**src/rtl/eau_pkg.sv**
```systemverilog
package eau_pkg;

  typedef enum logic [2:0] {
    ST_IDLE    = 3'd0,
    ST_PTR_RD  = 3'd1,
    ST_PTR_RSP = 3'd2,
    ST_OPR_RD  = 3'd3,
    ST_OPR_RSP = 3'd4,
    ST_DONE    = 3'd5
  } eau_state_e;

  typedef enum logic [1:0] {
    KIND_MEM     = 2'b00,
    KIND_IMM     = 2'b01,
    KIND_REG     = 2'b10,
    KIND_MEM_ALT = 2'b11
  } eau_kind_e;

  function automatic logic kind_bypass(input logic [1:0] k);
    return (k == KIND_IMM) || (k == KIND_REG);
  endfunction

endpackage

```
**src/rtl/eau_adder.sv**
```systemverilog
module eau_adder #(
  parameter int AW  = 8,
  parameter int RIW = 3
) (
  input  logic [AW-1:0]  base,
  input  logic [RIW-1:0] sel,
  input  logic [AW-1:0]  rf_val,
  output logic [AW-1:0]  idx_eff,
  output logic [AW-1:0]  sum
);
  // A register number of zero means no index; the sum wraps at 2^AW.
  always_comb begin
    idx_eff = (sel == '0) ? '0 : rf_val;
    sum     = base + idx_eff;
  end
endmodule

```
**src/rtl/eau_ctrl.sv**
```systemverilog
module eau_ctrl
  import eau_pkg::*;
(
  input  logic       clk,
  input  logic       rst_n,
  input  logic       start,
  input  logic [1:0] kind,
  input  logic       ind_en,
  output eau_state_e state,
  output logic       accept,
  output logic       busy,
  output logic       done,
  output logic       mem_rd_en
);
  eau_state_e state_q, state_d;

  always_comb begin
    accept = start && ((state_q == ST_IDLE) || (state_q == ST_DONE));
    state_d = state_q;
    case (state_q)
      ST_IDLE, ST_DONE: begin
        if (accept) begin
          if (kind_bypass(kind)) state_d = ST_DONE;
          else if (ind_en)       state_d = ST_PTR_RD;
          else                   state_d = ST_OPR_RD;
        end else begin
          state_d = ST_IDLE;
        end
      end
      ST_PTR_RD:  state_d = ST_PTR_RSP;
      ST_PTR_RSP: state_d = ST_OPR_RSP;
      ST_OPR_RD:  state_d = ST_OPR_RSP;
      ST_OPR_RSP: state_d = ST_DONE;
      default:    state_d = ST_IDLE;
    endcase
  end

  always_ff @(posedge clk or negedge rst_n) begin
    if (!rst_n) state_q <= ST_IDLE;
    else        state_q <= state_d;
  end

  always_comb begin
    state     = state_q;
    busy      = (state_q != ST_IDLE) && (state_q != ST_DONE);
    done      = (state_q == ST_DONE);
    mem_rd_en = (state_q == ST_PTR_RD) || (state_q == ST_PTR_RSP) ||
                (state_q == ST_OPR_RD);
  end

  // bypass kinds finish on the next edge with no read
  p_bypass_fast_r7: assert property (@(posedge clk) disable iff (!rst_n)
    (accept && kind_bypass(kind)) |=> (done && !mem_rd_en));

  // direct/indexed: read, wait, done
  p_direct_timing_r10: assert property (@(posedge clk) disable iff (!rst_n)
    (accept && !kind_bypass(kind) && !ind_en) |=> mem_rd_en ##1 !mem_rd_en ##1 done);

  // indirect: two back-to-back reads, then done
  p_indirect_reads_r9: assert property (@(posedge clk) disable iff (!rst_n)
    (accept && !kind_bypass(kind) && ind_en) |=>
      mem_rd_en ##1 mem_rd_en ##1 !mem_rd_en ##1 done);

endmodule

```
**src/rtl/eau_datapath.sv**
```systemverilog
module eau_datapath
  import eau_pkg::*;
#(
  parameter int AW  = 8,
  parameter int RIW = 3
) (
  input  logic           clk,
  input  logic           rst_n,
  input  logic           accept,
  input  logic           start,
  input  logic           busy,
  input  eau_state_e     state,
  input  logic [1:0]     kind,
  input  logic [AW-1:0]  addr_fld,
  input  logic [RIW-1:0] idx_reg,
  input  logic [AW-1:0]  rf_data,
  input  logic           ind_en,
  input  logic           post_idx,
  input  logic [AW-1:0]  mem_rdata,
  output logic [AW-1:0]  ea,
  output logic [AW-1:0]  operand,
  output logic [AW-1:0]  mem_addr
);
  localparam logic [RIW-1:0] SEL_ALWAYS = '1;

  logic [AW-1:0] idx_q, ptr_q, ea_q, opr_q;
  logic          post_q;
  logic [AW-1:0] idx_d, ptr_d, ea_d, opr_d;
  logic          post_d;
  logic          req_en, ea_en, opr_en;
  logic [AW-1:0] idx_in, sum_in, idx_unused, post_sum, ea_ind;

  eau_adder #(.AW(AW), .RIW(RIW)) u_add_req (
    .base(addr_fld), .sel(idx_reg), .rf_val(rf_data),
    .idx_eff(idx_in), .sum(sum_in)
  );

  eau_adder #(.AW(AW), .RIW(RIW)) u_add_post (
    .base(mem_rdata), .sel(SEL_ALWAYS), .rf_val(idx_q),
    .idx_eff(idx_unused), .sum(post_sum)
  );

  always_comb begin
    ea_ind = post_q ? post_sum : mem_rdata;

    req_en = accept;
    ea_en  = accept || (state == ST_PTR_RSP);
    opr_en = accept || (state == ST_OPR_RSP);

    idx_d  = idx_in;
    post_d = post_idx;
    ptr_d  = post_idx ? addr_fld : sum_in;

    if (accept) begin
      if (kind_bypass(kind) || ind_en) ea_d = '0;
      else                             ea_d = sum_in;
    end else begin
      ea_d = ea_ind;
    end

    if (accept) begin
      if (kind == KIND_IMM)      opr_d = addr_fld;
      else if (kind == KIND_REG) opr_d = rf_data;
      else                       opr_d = '0;
    end else begin
      opr_d = mem_rdata;
    end

    case (state)
      ST_PTR_RD:  mem_addr = ptr_q;
      ST_PTR_RSP: mem_addr = ea_ind;
      default:    mem_addr = ea_q;
    endcase

    ea      = ea_q;
    operand = opr_q;
  end

  always_ff @(posedge clk or negedge rst_n) begin
    if (!rst_n) begin
      idx_q  <= '0;
      ptr_q  <= '0;
      post_q <= 1'b0;
    end else if (req_en) begin
      idx_q  <= idx_d;
      ptr_q  <= ptr_d;
      post_q <= post_d;
    end
  end

  always_ff @(posedge clk or negedge rst_n) begin
    if (!rst_n)     ea_q <= '0;
    else if (ea_en) ea_q <= ea_d;
  end

  always_ff @(posedge clk or negedge rst_n) begin
    if (!rst_n)      opr_q <= '0;
    else if (opr_en) opr_q <= opr_d;
  end

  // a start while busy leaves the captured request alone
  p_ignore_start_r8: assert property (@(posedge clk) disable iff (!rst_n)
    (busy && start) |=> ($stable(ptr_q) && $stable(idx_q) && $stable(post_q)));

  // the operand read went to the address now reported as ea
  p_opr_at_ea_r2: assert property (@(posedge clk) disable iff (!rst_n)
    (state == ST_OPR_RSP) |-> ($past(mem_addr) == ea_q));

endmodule

```
**src/rtl/eff_addr_unit.sv**
```systemverilog
module eff_addr_unit
  import eau_pkg::*;
#(
  parameter int AW  = 8,
  parameter int RIW = 3
) (
  input  logic           clk,
  input  logic           rst_n,
  input  logic           start,
  input  logic [1:0]     op_kind,
  input  logic [AW-1:0]  addr_fld,
  input  logic [RIW-1:0] idx_reg,
  input  logic [AW-1:0]  rf_data,
  input  logic           ind_en,
  input  logic           post_idx,
  output logic           busy,
  output logic           done,
  output logic [AW-1:0]  ea,
  output logic [AW-1:0]  operand,
  output logic           mem_rd_en,
  output logic [AW-1:0]  mem_addr,
  input  logic [AW-1:0]  mem_rdata
);
  logic [1:0] rst_sync_q;
  logic       rst_int_n;
  logic       accept;
  eau_state_e state;

  always_ff @(posedge clk or negedge rst_n) begin
    if (!rst_n) rst_sync_q <= 2'b00;
    else        rst_sync_q <= {rst_sync_q[0], 1'b1};
  end
  assign rst_int_n = rst_sync_q[1];

  eau_ctrl u_ctrl (
    .clk(clk), .rst_n(rst_int_n), .start(start), .kind(op_kind),
    .ind_en(ind_en), .state(state), .accept(accept), .busy(busy),
    .done(done), .mem_rd_en(mem_rd_en)
  );

  eau_datapath #(.AW(AW), .RIW(RIW)) u_dp (
    .clk(clk), .rst_n(rst_int_n), .accept(accept), .start(start),
    .busy(busy), .state(state), .kind(op_kind), .addr_fld(addr_fld),
    .idx_reg(idx_reg), .rf_data(rf_data), .ind_en(ind_en),
    .post_idx(post_idx), .mem_rdata(mem_rdata), .ea(ea),
    .operand(operand), .mem_addr(mem_addr)
  );

  // results stay put after done when no new request arrives
  p_hold_outputs_r12: assert property (@(posedge clk) disable iff (!rst_int_n)
    (done && !start) |=> ($stable(ea) && $stable(operand)));

  // done and busy are never high together
  p_done_idle_r8: assert property (@(posedge clk) disable iff (!rst_int_n)
    done |-> !busy);

endmodule

```
**config.mk**
```make
export PLATFORM = sky130hd
export DESIGN_NAME = eff_addr_unit
export DESIGN_NICKNAME = d
export VERILOG_FILES = /design/src/rtl/eau_pkg.sv /design/src/rtl/eau_adder.sv /design/src/rtl/eau_ctrl.sv /design/src/rtl/eau_datapath.sv /design/src/rtl/eff_addr_unit.sv
export SDC_FILE = /design/constraint.sdc
export NUM_CORES = 1
export LEC_CHECK = 0
export BUFFER_PORTS_ARGS = -buffer_cell sky130_fd_sc_hd__buf_2
export CAP_MARGIN = 20
export CORE_UTILIZATION = 45
export CTS_CLUSTER_DIAMETER = 60
export DETAILED_ROUTE_END_ITERATION = 10
export HOLD_SLACK_MARGIN = 0.08
export PLACE_DENSITY = 0.68
export SYNTH_ARGS = -nofsm -noshare
export SYNTH_HDL_FRONTEND = slang
export SYNTH_SLANG_ARGS = --single-unit
```
**constraint.sdc**
```tcl
create_clock -name clk -period 3.4 [get_ports clk]
set_input_delay 0.17 -clock clk [delete_from_list [all_inputs] [get_ports clk]]
set_output_delay 0.17 -clock clk [all_outputs]
set_load 0.005 [all_outputs]
```
==> run summary <==
Synthesis inferred 38 register bits. Sequential cells burn 32.8% of the power. The data arrival time of the critical path came out at 2720 ps.

The largest single stage delay on the critical path is 450 ps. Setup violations remaining at the end of the flow were counted as 0. Detailed placement ended at an HPWL of 5250 um. The worst setup path is launched from a flop. The worst-case clock buffer depth came out at 2. Setup repair after global routing left no endpoint under its margin. The share of the Yosys chip area taken by registers is 35.4%.

In the layout the commonest cells are buf_2 (60), dfrtp_1 (38), nand2_1 (29). The via count of the first global-routing pass was 2,276; the remaining antenna violation count after routing was 0. The required time at the endpoint of the critical path was 3230 ps; the worst setup timing slack at the placement stage was 837 ps. Row generation in the floorplan step produced 27 rows.

The final count of hold timing violations came out at 0. The number of pins exceeding their max-slew limit in the final report came out at 0. Worst-skew pair later-pin latency: 280 ps. The number of antenna diodes in the final layout is 0. The run finished with clean final reports. The tools report the via count as 2,423.

In the synthesized netlist, the number of instances is 300. In the final layout, the share of cells above drive strength 1 is 22.8%. Per report_power, the combinational group accounts for 54.5% of the total. Final period demand of the worst path: 2890 ps.

In this run, the clock network consumes 12.6% of the power. In this run the cell area measured after placement is 3030 um2. The run gives 0 as the residual DRC count.

The measured slew at the worst slew-check pin is 1000 ps. In this run the worst path has a maximum fanout of 3. Net switching is 42.5% of the power. After detailed routing, the average wire length per cell comes to 16.1 um. The cell area that synthesis handed to floorplanning was 2690 um2.

Pin count of the biggest net entering global routing: 37. The first-pass iteration count of the detailed router is 5, and the overall routing resource usage is 23.2%. The die covers 6290 um2. The tools report the cell at the root of the clock tree as clkbuf_8.

Counting every net in the synthesized netlist gives 352. The vertical die dimension is 79.3 um, and the floorplan die width is 79.3 um. The total internal power is 0.00148 W, and the final worst-path cycle share is 85.1%. The first global-routing pass estimated 11,200 um of wire.

After global routing the overflow that remains totals 0. The static leakage was 1.51 nW. Derived from the worst setup path, the maximum achievable clock frequency is 346 MHz. The finished cells cover 3130 um2.

The net switching power figure was 0.00109 W. For the final database, setup skew stands at 3.01 ps. The layout overhead on the synthesized area was 16.5%.

The initial antenna violation count was 0; the number of buffers created by CTS was 5. For the final routed database, the setup TNS stands at 0 ps. Leaving out fill and tap cells, the most frequent cell in the layout is buf_2. For the initial standard-cell utilization of the core, the log shows 47.6%.

The number of levels in the clock H-tree came out at 2. Weighted congestion at the end of routability-driven global placement: 0.813. The worst setup path is captured at an output port. TritonCTS built the clock tree. The worst ir drop on vdd came out at 0.349 mV. The mean instance size in the synthesized netlist is 8.96 um2. The count of buffers added by post-CTS timing repair for setup came out at 0.

The number of top-level pins was 61; the post-detailed-route via-to-cell ratio was 5.66. The number of sinks driven by the clock tree is 38. The total power is 0.00257 W. The kind of path behind the tightest hold check was primary input to flop. Slowest library cell on the worst path: fa_1.

In this run the power density over the cells is 821 nW/um2. The worst pin sits at a relative slew slack of 32.9%. The tool flagged a number of max-cap violations equal to 0. The core region is 5640 um2. The tools report the setup slack after layout as 508 ps.

The number of nets in the finished design was 407. Traced cell by cell, the critical path runs through ha_1 > fa_1 > a21o_1 > a21boi_0 > nor3_1 > or3b_1 > a221o_1 > buf_2. The register clock-pin slew on the reported worst setup and hold paths works out to 80 ps. The routed wire length was 6880 um. In this run, the number of DRC markers left after iteration 0 of detailed routing was 86.

Yosys printed 0 warnings. Synthesis instantiated 53 different standard cells from the library. The number of port buffers is 60. Gates resized during post-CTS repair numbered 0. Path type of the worst setup path: flop to output port.
-- per-stage QoR --
step                      hold slack, ps  utilization [%]  std cells
after floorplan                     -126                -        300
after global placement             -45.4             53.7        419
after detailed placement           -43.2             53.7        419
after CTS                            172             55.5        428
after global routing                 188             55.5        428
final                                171             55.5        428
-- final cells by class --
class | count | area (um2)
fillers | 520 | 2510
multi-input cells | 235 | 1620
flip-flops and latches | 38 | 951
repair buffers | 66 | 348
well taps | 72 | 90.1
clock buffers | 7 | 86.3
inverters | 9 | 33.8
clock inverters | 1 | 5.00
-- Yosys cell counts, drive strengths merged --
cell,instances,area share [%]
or3b,1,0.33
xor2,6,2.0
o31a,1,0.33
mux2,6,2.5
a22o,5,1.6
nand3b,4,1.1
nor3b,3,1.0
and3,2,0.47
o211ai,4,1.1
xnor2,5,1.6
o21a,2,0.56
o221ai,1,0.33
nand3,3,0.56
nor3,4,0.74
o22ai,2,0.47
o21bai,1,0.28
mux2i,13,4.8
a21boi,1,0.28
nand2,30,4.3
o22a,2,0.65
ha,16,7.4
dfrtp,38,35
buf,10,2.2
a221oi,5,1.6
a22oi,5,1.4
o2111ai,1,0.33
conb,1,0.14
and4b,1,0.37
nand2b,5,1.2
or2,2,0.47
a221o,2,0.74
and2,7,1.6
o21ai,26,4.8
a211oi,5,1.6
nor2b,5,1.2
a21o,5,1.4
fa,2,1.5
inv,9,1.3
or3,1,0.23
and3b,2,0.65
clkbuf,8,1.1
nor2,21,3.0
o31ai,2,0.56
a21oi,25,4.7
-- per-layer routing --
metal / up-vias / global-route usage [%] / routed length (um) / part of all wire (%)
li1: 1190 / - / - / -
met1: 1158 / 32.0 / 3110 / 45
met2: 69 / 38.8 / 3350 / 49
met3: 6 / 2.87 / 338 / 4.9
met4: 0 / 5.27 / 75 / 1.1
met5: - / 0 / 0 / 0
-- sequential cells by signal, summed over array words and instances, names as in the netlist --
signal,cells
rst_sync_q,2
u_ctrl.state,3
u_dp.ea,8
u_dp.idx_q,8
u_dp.operand,8
u_dp.post_q,1
u_dp.ptr_q,8
-- final timing paths --
| path | startpoint | endpoint | slack (ps) | cells past startpoint |
|---|---|---|---|---|
| min in group asynchronous | rst_n | rst_sync_q[0] | 190 | 2 |
| setup reg to reg | u_dp.idx_q[0] | u_dp.ea[6] | 1020 | 8 |
| hold / removal | rf_data[7] | u_dp.idx_q[7] | 170 | 3 |
| hold reg to reg | rst_sync_q[1] | u_dp.ea[0] | 290 | 1 |
| max in group asynchronous | rst_sync_q[1] | u_dp.operand[6] | 2760 | 1 |
| setup / recovery | u_dp.idx_q[0] | mem_addr[6] | 510 | 8 |
-- worst max-delay path: cells and delay by family (launching register included) --
family	cells	cell delay (ps)
buffers and inverters	1	130
adders and majority gates	2	690
DFF	1	390
AOI/OAI and AO/OA	3	730
and+or+nand+nor	2	500
-- repair_timing --
action	CTS	global route
hold buffers	1	0
endpoints found under the hold margin	2	0
setup endpoints to repair	0	0
-- kinds of logic after synthesis --
kind of cell | after synthesis | synth area share, %
buffers and inverters | 27 | 4.61
adders and majority gates | 18 | 8.94
xor gates and xnor gates | 11 | 3.58
DFF | 38 | 35.4
other | 1 | 0.140
muxes | 19 | 7.36
and+or+nand+nor | 91 | 17.2
AOI/OAI and AO/OA | 95 | 22.8
-- power groups by stage --
stage	logic (W)	registers (W)	clock network [W]
5_1_grt	0.00158	0.000874	0.000345
3_5_place_dp	0.00140	0.000852	0
3_3_place_gp	0.00137	0.000844	0
4_1_cts	0.00141	0.000843	0.000332
2_1_floorplan	0.00105	0.000778	0
6_report	0.00140	0.000844	0.000325
No activity file was read; power rests on OpenSTA's default activity.
